`config.mk`:
```
export PLATFORM = sky130hd
export DESIGN_NAME = par_hs_port
export DESIGN_NICKNAME = d
export VERILOG_FILES = /design/src/rtl/par_hs_pkg.sv /design/src/rtl/par_hs_sync.sv /design/src/rtl/par_hs_rx.sv /design/src/rtl/par_hs_tx.sv /design/src/rtl/par_hs_port.sv
export SDC_FILE = /design/constraint.sdc
export NUM_CORES = 1
export LEC_CHECK = 0
export CAP_MARGIN = 20
export CORE_ASPECT_RATIO = 0.75
export CORE_MARGIN = 5
export CORE_UTILIZATION = 33
export DETAILED_ROUTE_END_ITERATION = 10
export DONT_BUFFER_PORTS = 1
export SYNTH_ARGS = -nofsm -noshare
export SYNTH_HDL_FRONTEND = slang
export SYNTH_HIERARCHICAL = 1
export SYNTH_SLANG_ARGS = --single-unit
```
`constraint.sdc`:
```
create_clock -name clk -period 2.3 [get_ports clk]
set_input_delay 0.115 -clock clk [delete_from_list [all_inputs] [get_ports clk]]
set_output_delay 0.115 -clock clk [all_outputs]
set_load 0.05 [all_outputs]
```
`src/rtl/par_hs_pkg.sv`:
```
`timescale 1ns/1ps
package par_hs_pkg;

    typedef enum logic [1:0] {
        MODE_OFF    = 2'b00,
        MODE_TRANSP = 2'b01,
        MODE_ILOCK  = 2'b10,
        MODE_PULSE  = 2'b11
    } hs_mode_e;

    typedef enum logic [1:0] {
        REL_BEFORE = 2'b00,
        REL_DURING = 2'b01,
        REL_AFTER  = 2'b10,
        REL_SW     = 2'b11
    } rel_e;

    typedef enum logic [2:0] {
        RX_IDLE,
        RX_HOLD,
        RX_LEAD,
        RX_ACK_FIRST,
        RX_ACK_REST,
        RX_TRAIL,
        RX_SW_WAIT,
        RX_ILK_ACK
    } rx_state_e;

    typedef enum logic [2:0] {
        TX_IDLE,
        TX_SETUP,
        TX_STB,
        TX_ILK,
        TX_ACK_LO,
        TX_ACK_HI
    } tx_state_e;

endpackage

```
`src/rtl/par_hs_sync.sv`:
```
`timescale 1ns/1ps
module par_hs_sync #(
    parameter int             N       = 3,
    parameter int             STAGES  = 2,
    parameter logic [N-1:0]   RST_VAL = '0
) (
    input  logic         clk,
    input  logic         rst_n,
    input  logic [N-1:0] din,
    output logic [N-1:0] dout
);

    logic [N-1:0] stage_q [STAGES];

    for (genvar g = 0; g < STAGES; g++) begin : g_stage
        if (g == 0) begin : g_first
            always_ff @(posedge clk or negedge rst_n) begin
                if (!rst_n) stage_q[0] <= RST_VAL;
                else        stage_q[0] <= din;
            end
        end else begin : g_next
            always_ff @(posedge clk or negedge rst_n) begin
                if (!rst_n) stage_q[g] <= RST_VAL;
                else        stage_q[g] <= stage_q[g-1];
            end
        end
    end

    assign dout = stage_q[STAGES-1];

endmodule

```
`src/rtl/par_hs_rx.sv`:
```
`timescale 1ns/1ps
module par_hs_rx
    import par_hs_pkg::*;
#(
    parameter int DW = 8,
    parameter int PW = 4
) (
    input  logic          clk,
    input  logic          rst_n,
    input  logic          en,
    input  hs_mode_e      mode,
    input  rel_e          rel,
    input  logic [PW-1:0] ack_w,
    input  logic          stb_s,
    input  logic          stb_fall,
    input  logic [DW-1:0] pin_data,
    input  logic          sw_release,
    input  logic          rx_ready,
    output logic [DW-1:0] rx_data,
    output logic          rx_valid,
    output logic          busy_out,
    output logic          ack_n_out,
    output logic          idle
);

    localparam logic [PW-1:0] W_ONE = PW'(1);
    localparam logic [PW-1:0] W_TWO = PW'(2);

    rx_state_e     st_q, st_d;
    logic [PW-1:0] cnt_q, cnt_d;
    logic [PW-1:0] len;
    logic [DW-1:0] data_q;
    rx_state_e     ack_exit;

    // effective acknowledge width
    always_comb begin
        len = (ack_w == '0) ? W_ONE : ack_w;
        if (rel == REL_DURING && len < W_TWO) len = W_TWO;
    end

    always_comb begin
        unique case (rel)
            REL_AFTER:  ack_exit = RX_TRAIL;
            REL_SW:     ack_exit = RX_SW_WAIT;
            REL_BEFORE,
            REL_DURING: ack_exit = RX_IDLE;
            default:    ack_exit = RX_IDLE;
        endcase
    end

    // state register and byte latch
    always_ff @(posedge clk or negedge rst_n) begin
        if (!rst_n) begin
            st_q   <= RX_IDLE;
            cnt_q  <= '0;
            data_q <= '0;
        end else begin
            st_q  <= st_d;
            cnt_q <= cnt_d;
            if (st_q == RX_IDLE && st_d == RX_HOLD) data_q <= pin_data;
        end
    end

    // next state
    always_comb begin
        st_d  = st_q;
        cnt_d = cnt_q;
        unique case (st_q)
            RX_IDLE: begin
                if (en && stb_fall) st_d = RX_HOLD;
            end
            RX_HOLD: begin
                if (rx_ready) begin
                    unique case (mode)
                        MODE_TRANSP: st_d = RX_IDLE;
                        MODE_ILOCK:  st_d = RX_ILK_ACK;
                        MODE_PULSE:  st_d = (rel == REL_BEFORE) ? RX_LEAD : RX_ACK_FIRST;
                        MODE_OFF:    st_d = RX_IDLE;
                        default:     st_d = RX_IDLE;
                    endcase
                end
            end
            RX_LEAD: st_d = RX_ACK_FIRST;
            RX_ACK_FIRST: begin
                if (len == W_ONE) begin
                    st_d = ack_exit;
                end else begin
                    st_d  = RX_ACK_REST;
                    cnt_d = len - W_TWO;
                end
            end
            RX_ACK_REST: begin
                if (cnt_q == '0) st_d = ack_exit;
                else             cnt_d = cnt_q - W_ONE;
            end
            RX_TRAIL:   st_d = RX_IDLE;
            RX_SW_WAIT: begin
                if (sw_release) st_d = RX_IDLE;
            end
            RX_ILK_ACK: begin
                if (stb_s) st_d = RX_IDLE;
            end
            default: st_d = RX_IDLE;
        endcase
    end

    // outputs
    always_comb begin
        rx_valid  = 1'b0;
        busy_out  = 1'b0;
        ack_n_out = 1'b1;
        unique case (st_q)
            RX_IDLE:      ;
            RX_HOLD: begin
                rx_valid = 1'b1;
                busy_out = (mode != MODE_TRANSP);
            end
            RX_LEAD:      ;
            RX_ACK_FIRST: begin
                ack_n_out = 1'b0;
                busy_out  = (rel != REL_BEFORE);
            end
            RX_ACK_REST: begin
                ack_n_out = 1'b0;
                busy_out  = (rel == REL_AFTER) || (rel == REL_SW);
            end
            RX_TRAIL:     busy_out = 1'b1;
            RX_SW_WAIT:   busy_out = 1'b1;
            RX_ILK_ACK: begin
                ack_n_out = 1'b0;
                busy_out  = 1'b1;
            end
            default:      ;
        endcase
    end

    assign rx_data = data_q;
    assign idle    = (st_q == RX_IDLE);

endmodule

```
`src/rtl/par_hs_tx.sv`:
```
`timescale 1ns/1ps
module par_hs_tx
    import par_hs_pkg::*;
#(
    parameter int DW = 8,
    parameter int PW = 4
) (
    input  logic          clk,
    input  logic          rst_n,
    input  logic          en,
    input  hs_mode_e      mode,
    input  logic          gate,
    input  logic [PW-1:0] stb_w,
    input  logic          busy_s,
    input  logic          ack_s,
    input  logic [DW-1:0] tx_data,
    input  logic          tx_valid,
    output logic          tx_ready,
    output logic [DW-1:0] data_out,
    output logic          stb_n_out,
    output logic          idle
);

    localparam logic [PW-1:0] W_ONE = PW'(1);

    tx_state_e     st_q, st_d;
    logic [PW-1:0] cnt_q, cnt_d;
    logic [PW-1:0] len;
    logic [DW-1:0] data_q;

    assign len = (stb_w == '0) ? W_ONE : stb_w;

    // state register and byte latch
    always_ff @(posedge clk or negedge rst_n) begin
        if (!rst_n) begin
            st_q   <= TX_IDLE;
            cnt_q  <= '0;
            data_q <= '0;
        end else begin
            st_q  <= st_d;
            cnt_q <= cnt_d;
            if (st_q == TX_IDLE && st_d == TX_SETUP) data_q <= tx_data;
        end
    end

    // next state
    always_comb begin
        st_d  = st_q;
        cnt_d = cnt_q;
        unique case (st_q)
            TX_IDLE: begin
                if (en && tx_valid) st_d = TX_SETUP;
            end
            TX_SETUP: begin
                if (!(gate && busy_s)) begin
                    st_d  = TX_STB;
                    cnt_d = len - W_ONE;
                end
            end
            TX_STB: begin
                if (cnt_q != '0) begin
                    cnt_d = cnt_q - W_ONE;
                end else begin
                    unique case (mode)
                        MODE_ILOCK:  st_d = TX_ILK;
                        MODE_PULSE:  st_d = TX_ACK_LO;
                        MODE_TRANSP: st_d = TX_IDLE;
                        MODE_OFF:    st_d = TX_IDLE;
                        default:     st_d = TX_IDLE;
                    endcase
                end
            end
            TX_ILK: begin
                if (!ack_s) st_d = TX_ACK_HI;
            end
            TX_ACK_LO: begin
                if (!ack_s) st_d = TX_ACK_HI;
            end
            TX_ACK_HI: begin
                if (ack_s) st_d = TX_IDLE;
            end
            default: st_d = TX_IDLE;
        endcase
    end

    // outputs
    always_comb begin
        tx_ready  = 1'b0;
        stb_n_out = 1'b1;
        unique case (st_q)
            TX_IDLE:   tx_ready  = en;
            TX_SETUP:  ;
            TX_STB:    stb_n_out = 1'b0;
            TX_ILK:    stb_n_out = 1'b0;
            TX_ACK_LO: ;
            TX_ACK_HI: ;
            default:   ;
        endcase
    end

    assign data_out = data_q;
    assign idle     = (st_q == TX_IDLE);

endmodule

```
`src/rtl/par_hs_port.sv`:
```
`timescale 1ns/1ps
module par_hs_port
    import par_hs_pkg::*;
#(
    parameter int DW          = 8,
    parameter int PW          = 4,
    parameter int SYNC_STAGES = 2
) (
    input  logic          clk,
    input  logic          rst_n,
    input  logic          cfg_wr,
    input  logic          cfg_dir_tx,
    input  logic [1:0]    cfg_mode,
    input  logic [1:0]    cfg_rel,
    input  logic          cfg_gate,
    input  logic [PW-1:0] cfg_ack_w,
    input  logic [PW-1:0] cfg_stb_w,
    input  logic          sw_release,
    output logic [DW-1:0] rx_data,
    output logic          rx_valid,
    input  logic          rx_ready,
    input  logic [DW-1:0] tx_data,
    input  logic          tx_valid,
    output logic          tx_ready,
    input  logic [DW-1:0] pin_data_in,
    output logic [DW-1:0] pin_data_out,
    output logic          pin_data_oe,
    input  logic          pin_stb_n_in,
    output logic          pin_stb_n_out,
    input  logic          pin_ack_n_in,
    output logic          pin_ack_n_out,
    input  logic          pin_busy_in,
    output logic          pin_busy_out
);

    localparam int NSYNC = 3;

    // configuration held while either side is busy
    logic          r_dir_tx;
    hs_mode_e      r_mode;
    rel_e          r_rel;
    logic          r_gate;
    logic [PW-1:0] r_ack_w;
    logic [PW-1:0] r_stb_w;

    logic             rx_idle, tx_idle;
    logic             en_rx, en_tx;
    logic [NSYNC-1:0] sync_out;
    logic             stb_s, ack_s, busy_s;
    logic             stb_prev;
    logic             stb_fall;

    always_ff @(posedge clk or negedge rst_n) begin
        if (!rst_n) begin
            r_dir_tx <= 1'b0;
            r_mode   <= MODE_OFF;
            r_rel    <= REL_BEFORE;
            r_gate   <= 1'b0;
            r_ack_w  <= PW'(1);
            r_stb_w  <= PW'(1);
        end else if (cfg_wr && rx_idle && tx_idle) begin
            r_dir_tx <= cfg_dir_tx;
            r_mode   <= hs_mode_e'(cfg_mode);
            r_rel    <= rel_e'(cfg_rel);
            r_gate   <= cfg_gate;
            r_ack_w  <= cfg_ack_w;
            r_stb_w  <= cfg_stb_w;
        end
    end

    assign en_rx = !r_dir_tx && (r_mode != MODE_OFF);
    assign en_tx =  r_dir_tx && (r_mode != MODE_OFF);

    par_hs_sync #(
        .N       (NSYNC),
        .STAGES  (SYNC_STAGES),
        .RST_VAL (3'b110)
    ) u_sync (
        .clk   (clk),
        .rst_n (rst_n),
        .din   ({pin_stb_n_in, pin_ack_n_in, pin_busy_in}),
        .dout  (sync_out)
    );

    assign stb_s  = sync_out[2];
    assign ack_s  = sync_out[1];
    assign busy_s = sync_out[0];

    always_ff @(posedge clk or negedge rst_n) begin
        if (!rst_n) stb_prev <= 1'b1;
        else        stb_prev <= stb_s;
    end

    assign stb_fall = stb_prev && !stb_s;

    par_hs_rx #(
        .DW (DW),
        .PW (PW)
    ) u_rx (
        .clk        (clk),
        .rst_n      (rst_n),
        .en         (en_rx),
        .mode       (r_mode),
        .rel        (r_rel),
        .ack_w      (r_ack_w),
        .stb_s      (stb_s),
        .stb_fall   (stb_fall),
        .pin_data   (pin_data_in),
        .sw_release (sw_release),
        .rx_ready   (rx_ready),
        .rx_data    (rx_data),
        .rx_valid   (rx_valid),
        .busy_out   (pin_busy_out),
        .ack_n_out  (pin_ack_n_out),
        .idle       (rx_idle)
    );

    par_hs_tx #(
        .DW (DW),
        .PW (PW)
    ) u_tx (
        .clk       (clk),
        .rst_n     (rst_n),
        .en        (en_tx),
        .mode      (r_mode),
        .gate      (r_gate),
        .stb_w     (r_stb_w),
        .busy_s    (busy_s),
        .ack_s     (ack_s),
        .tx_data   (tx_data),
        .tx_valid  (tx_valid),
        .tx_ready  (tx_ready),
        .data_out  (pin_data_out),
        .stb_n_out (pin_stb_n_out),
        .idle      (tx_idle)
    );

    assign pin_data_oe = en_tx;

endmodule

```
* Word-level counts from Yosys, hierarchy flattened
Cells that the tools add are included.
Word-level totals: flip-flop bits (word level) 51
Cells by class: mux-type cells 31, add/subtract/negate cells 4, reductions and logical operators 34, eq/ne operators 26, $lt $le $gt $ge 1
Operators with widths (number):
- 3-bit two-way mux | 11
- 4-bit two-way mux | 7
- 3-bit case mux with 3 select lines | 3
- 3-bit case mux with 8 select lines | 1
- 3-bit == test, second input constant | 6
- 4-bit case mux with 2 select lines | 2
- 3-bit case mux with 5 select lines | 1
- 3-bit by 1-bit == test with 1-bit output, second input constant | 4
- 3-bit by 2-bit == test with 1-bit output, second input constant | 4
- 4-bit logical NOT | 3
- 4-bit by 1-bit subtractor with 4-bit output, second input constant | 3
- 1-bit logical AND | 11
- 2-bit == test, second input constant | 4
- 2-bit nonzero test | 4
- 2-bit OR reduction | 4
- 3-bit logical NOT | 2
- 2-bit inequality test, second input constant | 3
- 3-bit AND reduction | 2
- 3-bit OR reduction | 2
- 1-bit two-way mux | 5
- 2-bit by 1-bit == test with 1-bit output, second input constant | 2
- 4-bit by 1-bit == test with 1-bit output, second input constant | 1
- 2-bit logical NOT | 2
- 4-bit by 2-bit less-than comparator with 1-bit output, second input constant | 1
- 6 further kinds | 8

* Logic depth before layout (Yosys ltp)
word-level depth 10, depth in mapped cells 7

* Cells and area by module
Netlist, hierarchy kept.
Modules (own cells, without submodules):
- par_hs_rx | times used 1, area an instance 983.4 um2, cells an instance 102, seq. area each 375.4 um2
- par_hs_tx | times used 1, area an instance 865.8 um2, cells an instance 70, seq. area each 375.4 um2
- par_hs_port | times used 1, area an instance 615.6 um2, cells an instance 35, seq. area each 379.1 um2
- par_hs_sync | times used 1, area an instance 177.7 um2, cells an instance 9, seq. area each 155.1 um2

* Worst setup path after synthesis
No wires, ideal clock.
path kind register -> register, from register u_rx.st_q[0], to register u_rx.st_q[2], data required time 2.225 ns, buffers on the path 1, library setup time 0.075 ns, path slack 0.021 ns, cell stages (with the launch flop) 5, data arrival time 2.204 ns, cells stage by stage dfrtp_1 buf_2 nor3b_1 nand4b_1 nand3_1
Between the ends: word-level cells in the longest chain between the ends 2
RTL lines:
- start, declared | RTL line par_hs_rx.sv:29 | rx_state_e st_q, st_d;
- start signal, assigned | RTL line par_hs_rx.sv:58 | st_q <= st_d;
- 3-bit == test, or another cell as far along | RTL line par_hs_rx.sv:68 | unique case (st_q)
- 3-bit case mux with 8 select lines (*) | RTL line par_hs_rx.sv:68
- via u_rx.st_d[2] | RTL line par_hs_rx.sv:29
The timed path passes the listed nets; every way through them passes the cells marked *. A chain may end at the register's enable or synchronous reset.

* Worst setup path in the final report
from register u_rx.st_q[2], to register r_ack_w[2]
Between the ends: word-level cells in the longest chain between the ends 3
RTL lines:
- 3-bit logical NOT | RTL line par_hs_rx.sv:138 | assign idle = (st_q == RX_IDLE);
- via rx_idle | RTL line par_hs_port.sv:46 | logic rx_idle, tx_idle;
- 1-bit logical AND (2 in a row) | RTL line par_hs_port.sv:61 | end else if (cfg_wr && rx_idle && tx_idle) begin
- end signal, assigned | RTL line par_hs_port.sv:66 | r_ack_w <= cfg_ack_w;
- end, declared | RTL line par_hs_port.sv:43 | logic [PW-1:0] r_ack_w;
The timed path passes the listed nets, and every way through them passes these cells.

==> flow_summary.json <==
{
  "critPathKind": "reg -> reg",
  "rsz0062_at_grt": "no",
  "reg2reg_from": "u_rx/st_q[2]",
  "p_seq_frac": 0.454,
  "netlist_area_um2": 2640,
  "worst_slack_ns": 0.398,
  "endpoint": "r_ack_w[2]",
  "via_per_inst": 5.08,
  "gp_congestion": 0.844,
  "ios": 61,
  "area_delta_synth_final_pct": 23.4,
  "synthTopCellsByArea": "dfrtp_1 (42%), mux2_4 (10%), dfstp_2 (7.0%), mux2_2 (5.5%), a21oi_1 (2.7%)",
  "num_rows": 28,
  "slew_headroom": 0.606,
  "finish.utilization": 0.415,
  "grt_use_total": 0.119,
  "floorplan.initialDensity": 0.337,
  "cp_data_arrival_time_ns": 2.10,
  "setup_violations": 0,
  "avgSynthCellArea_um2": 12.2,
  "die_x_um": 113,
  "min_path_type": "in -> reg",
  "p_leak_nw": 1.40,
  "totalWireLength_um": 5810,
  "place_hpwl_um": 4090,
  "clockPowerShare": 0.135,
  "p_sw_frac": 0.459,
  "synth.distinct_cells": 59,
  "power.density_nw_per_um2": 1510,
  "clock_sinks": 51,
  "cap_violations": 0,
  "crit_path_start": "u_rx/st_q[2]",
  "yosysTopAreaCellShare": 0.417,
  "clk_latency_ns": 0.31,
  "yosysSeqAreaShare": 0.486,
  "core_um2": 7850,
  "setup.worst_path.end_class": "flop",
  "grt_antenna_before_repair": 0,
  "fin_setup_tns_ns": 0,
  "drv_slew": 0,
  "clkTransAtPathRegs_ns": 0.09,
  "grt_pass1_vias": 1861,
  "wl_per_cell_um": 16.1,
  "synth_area_leader_cell": "dfrtp_1",
  "nNetsFinal": 299,
  "drcViolationCount": 0,
  "cts_max_level": 2,
  "cts_tree": "yes",
  "ys_ff_latch": 51,
  "regArea_um2": 1280,
  "p_total_mw": 4.94,
  "hold_buffers": 36,
  "cts_made_buffers": 5,
  "root_buffer": "clkbuf_8",
  "syn-num-nets": 259,
  "vias": 1838,
  "die_h_um": 87.5,
  "critical_path.startpoint_type": "flop",
  "period_share": 0.827,
  "drtAntennaViolNets": 0,
  "cts_resized": 0,
  "cp_max_fo": 14,
  "multi_input_area_um2": 1250,
  "grt_pass1_wl_um": 9190,
  "critical_path_required_ns": 2.50,
  "ir_worst_vdd_mv": 0.634,
  "grt_max_degree": 52,
  "reg2reg_to": "r_ack_w[2]",
  "p_int_mw": 2.67,
  "async_flop_share": 1.00,
  "clock.fmax_mhz": 526,
  "reg2reg_depth": 3,
  "final_cell_mix": "dfrtp_1 (44), dlygate4sd3_1 (36), mux2_4 (18), a21oi_1 (14)",
  "synth-main-ff-cell": "dfrtp_1",
  "switching_power_mw": 2.27,
  "pwr-share-comb": 0.411,
  "first_pass_iters": 4,
  "drive_above_1_share": 0.284,
  "fill_cells": 736,
  "pre_cts_slack_ns": 0.418,
  "min_period_ns": 1.90,
  "synth_edf_count": 0,
  "clockBufferDepth": 2,
  "grt-ovfl-total": 0,
  "worst_pin_slew_ns": 0.592,
  "drt_iter0_markers": 66,
  "antenna_cells": 0,
  "io_buffers": 0,
  "synthCells": 216,
  "r2r_slack_ns": 0.40,
  "hold_violations": 0,
  "status": "finished clean",
  "layout.cells.most_common": "dfrtp_1",
  "yosys_warnings": 6,
  "fin_skew_ns": 0.00381,
  "postCtsSetupRepairBufs": 0,
  "dieArea_um2": 9920
}
## worst max-delay path, stage by stage, from the launching register on
cell and delay, ns:
dfrtp_1 0.51, nor3_1 0.32, nand3_2 0.49, mux2_4 0.46
## cells by family (layout without fill, tap and decap cells)
family / count (synthesis) / in the layout / synth area share
flops: 51 / 51 / 0.486
fa+ha+maj: 4 / 4 / 0.0189
xor+xnor: 1 / 1 / 0.00331
mux: 34 / 34 / 0.169
compound gates: 50 / 50 / 0.138
simple gates: 56 / 56 / 0.143
buf+inv: 20 / 61 / 0.0417
## per-stage QoR
| stage | area [um2] | std cells | hold WS, ns |
|---|---|---|---|
| finish | 3260 | 362 | 0.0583 |
| global route | 3260 | 362 | 0.0653 |
| CTS | 3250 | 361 | 0.00604 |
| detailed placement | 2750 | 317 | -0.178 |
| global placement | 2750 | 317 | -0.179 |
| floorplan | 2640 | 216 | -0.181 |
## cell type report
type                    instances  share of cell area
clock buffers                   6              0.0253
clock inverters                 2              0.0119
inverters                      10              0.0115
multi-input cells             145               0.384
flip-flops and latches         51               0.394
well taps                     105              0.0403
repair buffers                 43               0.133
## flip-flops by register name (all words and copies together) (netlist names), 2 cells and up
name and count:
u_tx/st_q 3, u_sync/dout 3, r_ack_w 4, u_tx/cnt_q 4
u_rx/rx_data 8, r_stb_w 4, u_tx/data_out 8, r_rel 2
u_rx/cnt_q 4, r_mode 2, u_rx/st_q 3, u_sync/stage_q 3
## worst min path at each step
| stage | endpoint | cells after the start | slack (ns) | from |
|---|---|---|---|---|
| after CTS | u_rx/st_q[2] | 2 | 0.006 | rx_ready |
| after global placement | r_rel[1] | 0 | -0.18 | rst_n |
| after floorplan | r_ack_w[1] | 0 | -0.18 | rst_n |
| final | u_rx/st_q[1] | 2 | 0.06 | rx_ready |
| after global routing | u_rx/st_q[1] | 2 | 0.07 | rx_ready |
| after detailed placement | r_rel[1] | 0 | -0.18 | rst_n |
## metal layers
layer	vias up	part of all wire	GRT usage
li1	863	-	-
met1	909	0.48	0.162
met2	57	0.43	0.178
met3	9	0.070	0.0354
met4	0	0.022	0.0491
met5	-	0	0
## synthesized netlist by cell type (2+ instances only)
library cell and count:
dfrtp_1 44, mux2_4 18, a21oi_1 14, mux2_2 13
nor2_1 13, inv_1 10, dfstp_2 7, o21ai_0 7
a31oi_1 5, nor3_1 5, buf_2 4, buf_4 4
ha_1 4, nand3_1 4, nor2b_1 4, mux2i_1 3
nand2_1 3, a211o_1 2, and2_4 2, and3_1 2
buf_6 2, nand2b_1 2, nand4b_1 2, nor3b_1 2
nor3b_4 2, o211ai_1 2, o21ai_1 2, o22ai_1 2
or3b_1 2
## power groups by stage
stage | clock, mW | combinational, mW | sequential (mW)
after floorplan | 0 | 1.69 | 2.11
after global placement | 0 | 1.92 | 2.24
after detailed placement | 0 | 1.96 | 2.25
after CTS | 0.691 | 2.04 | 2.24
after global routing | 0.727 | 2.21 | 2.31
final | 0.665 | 2.03 | 2.24
No activity file was read; power rests on OpenSTA's default activity.
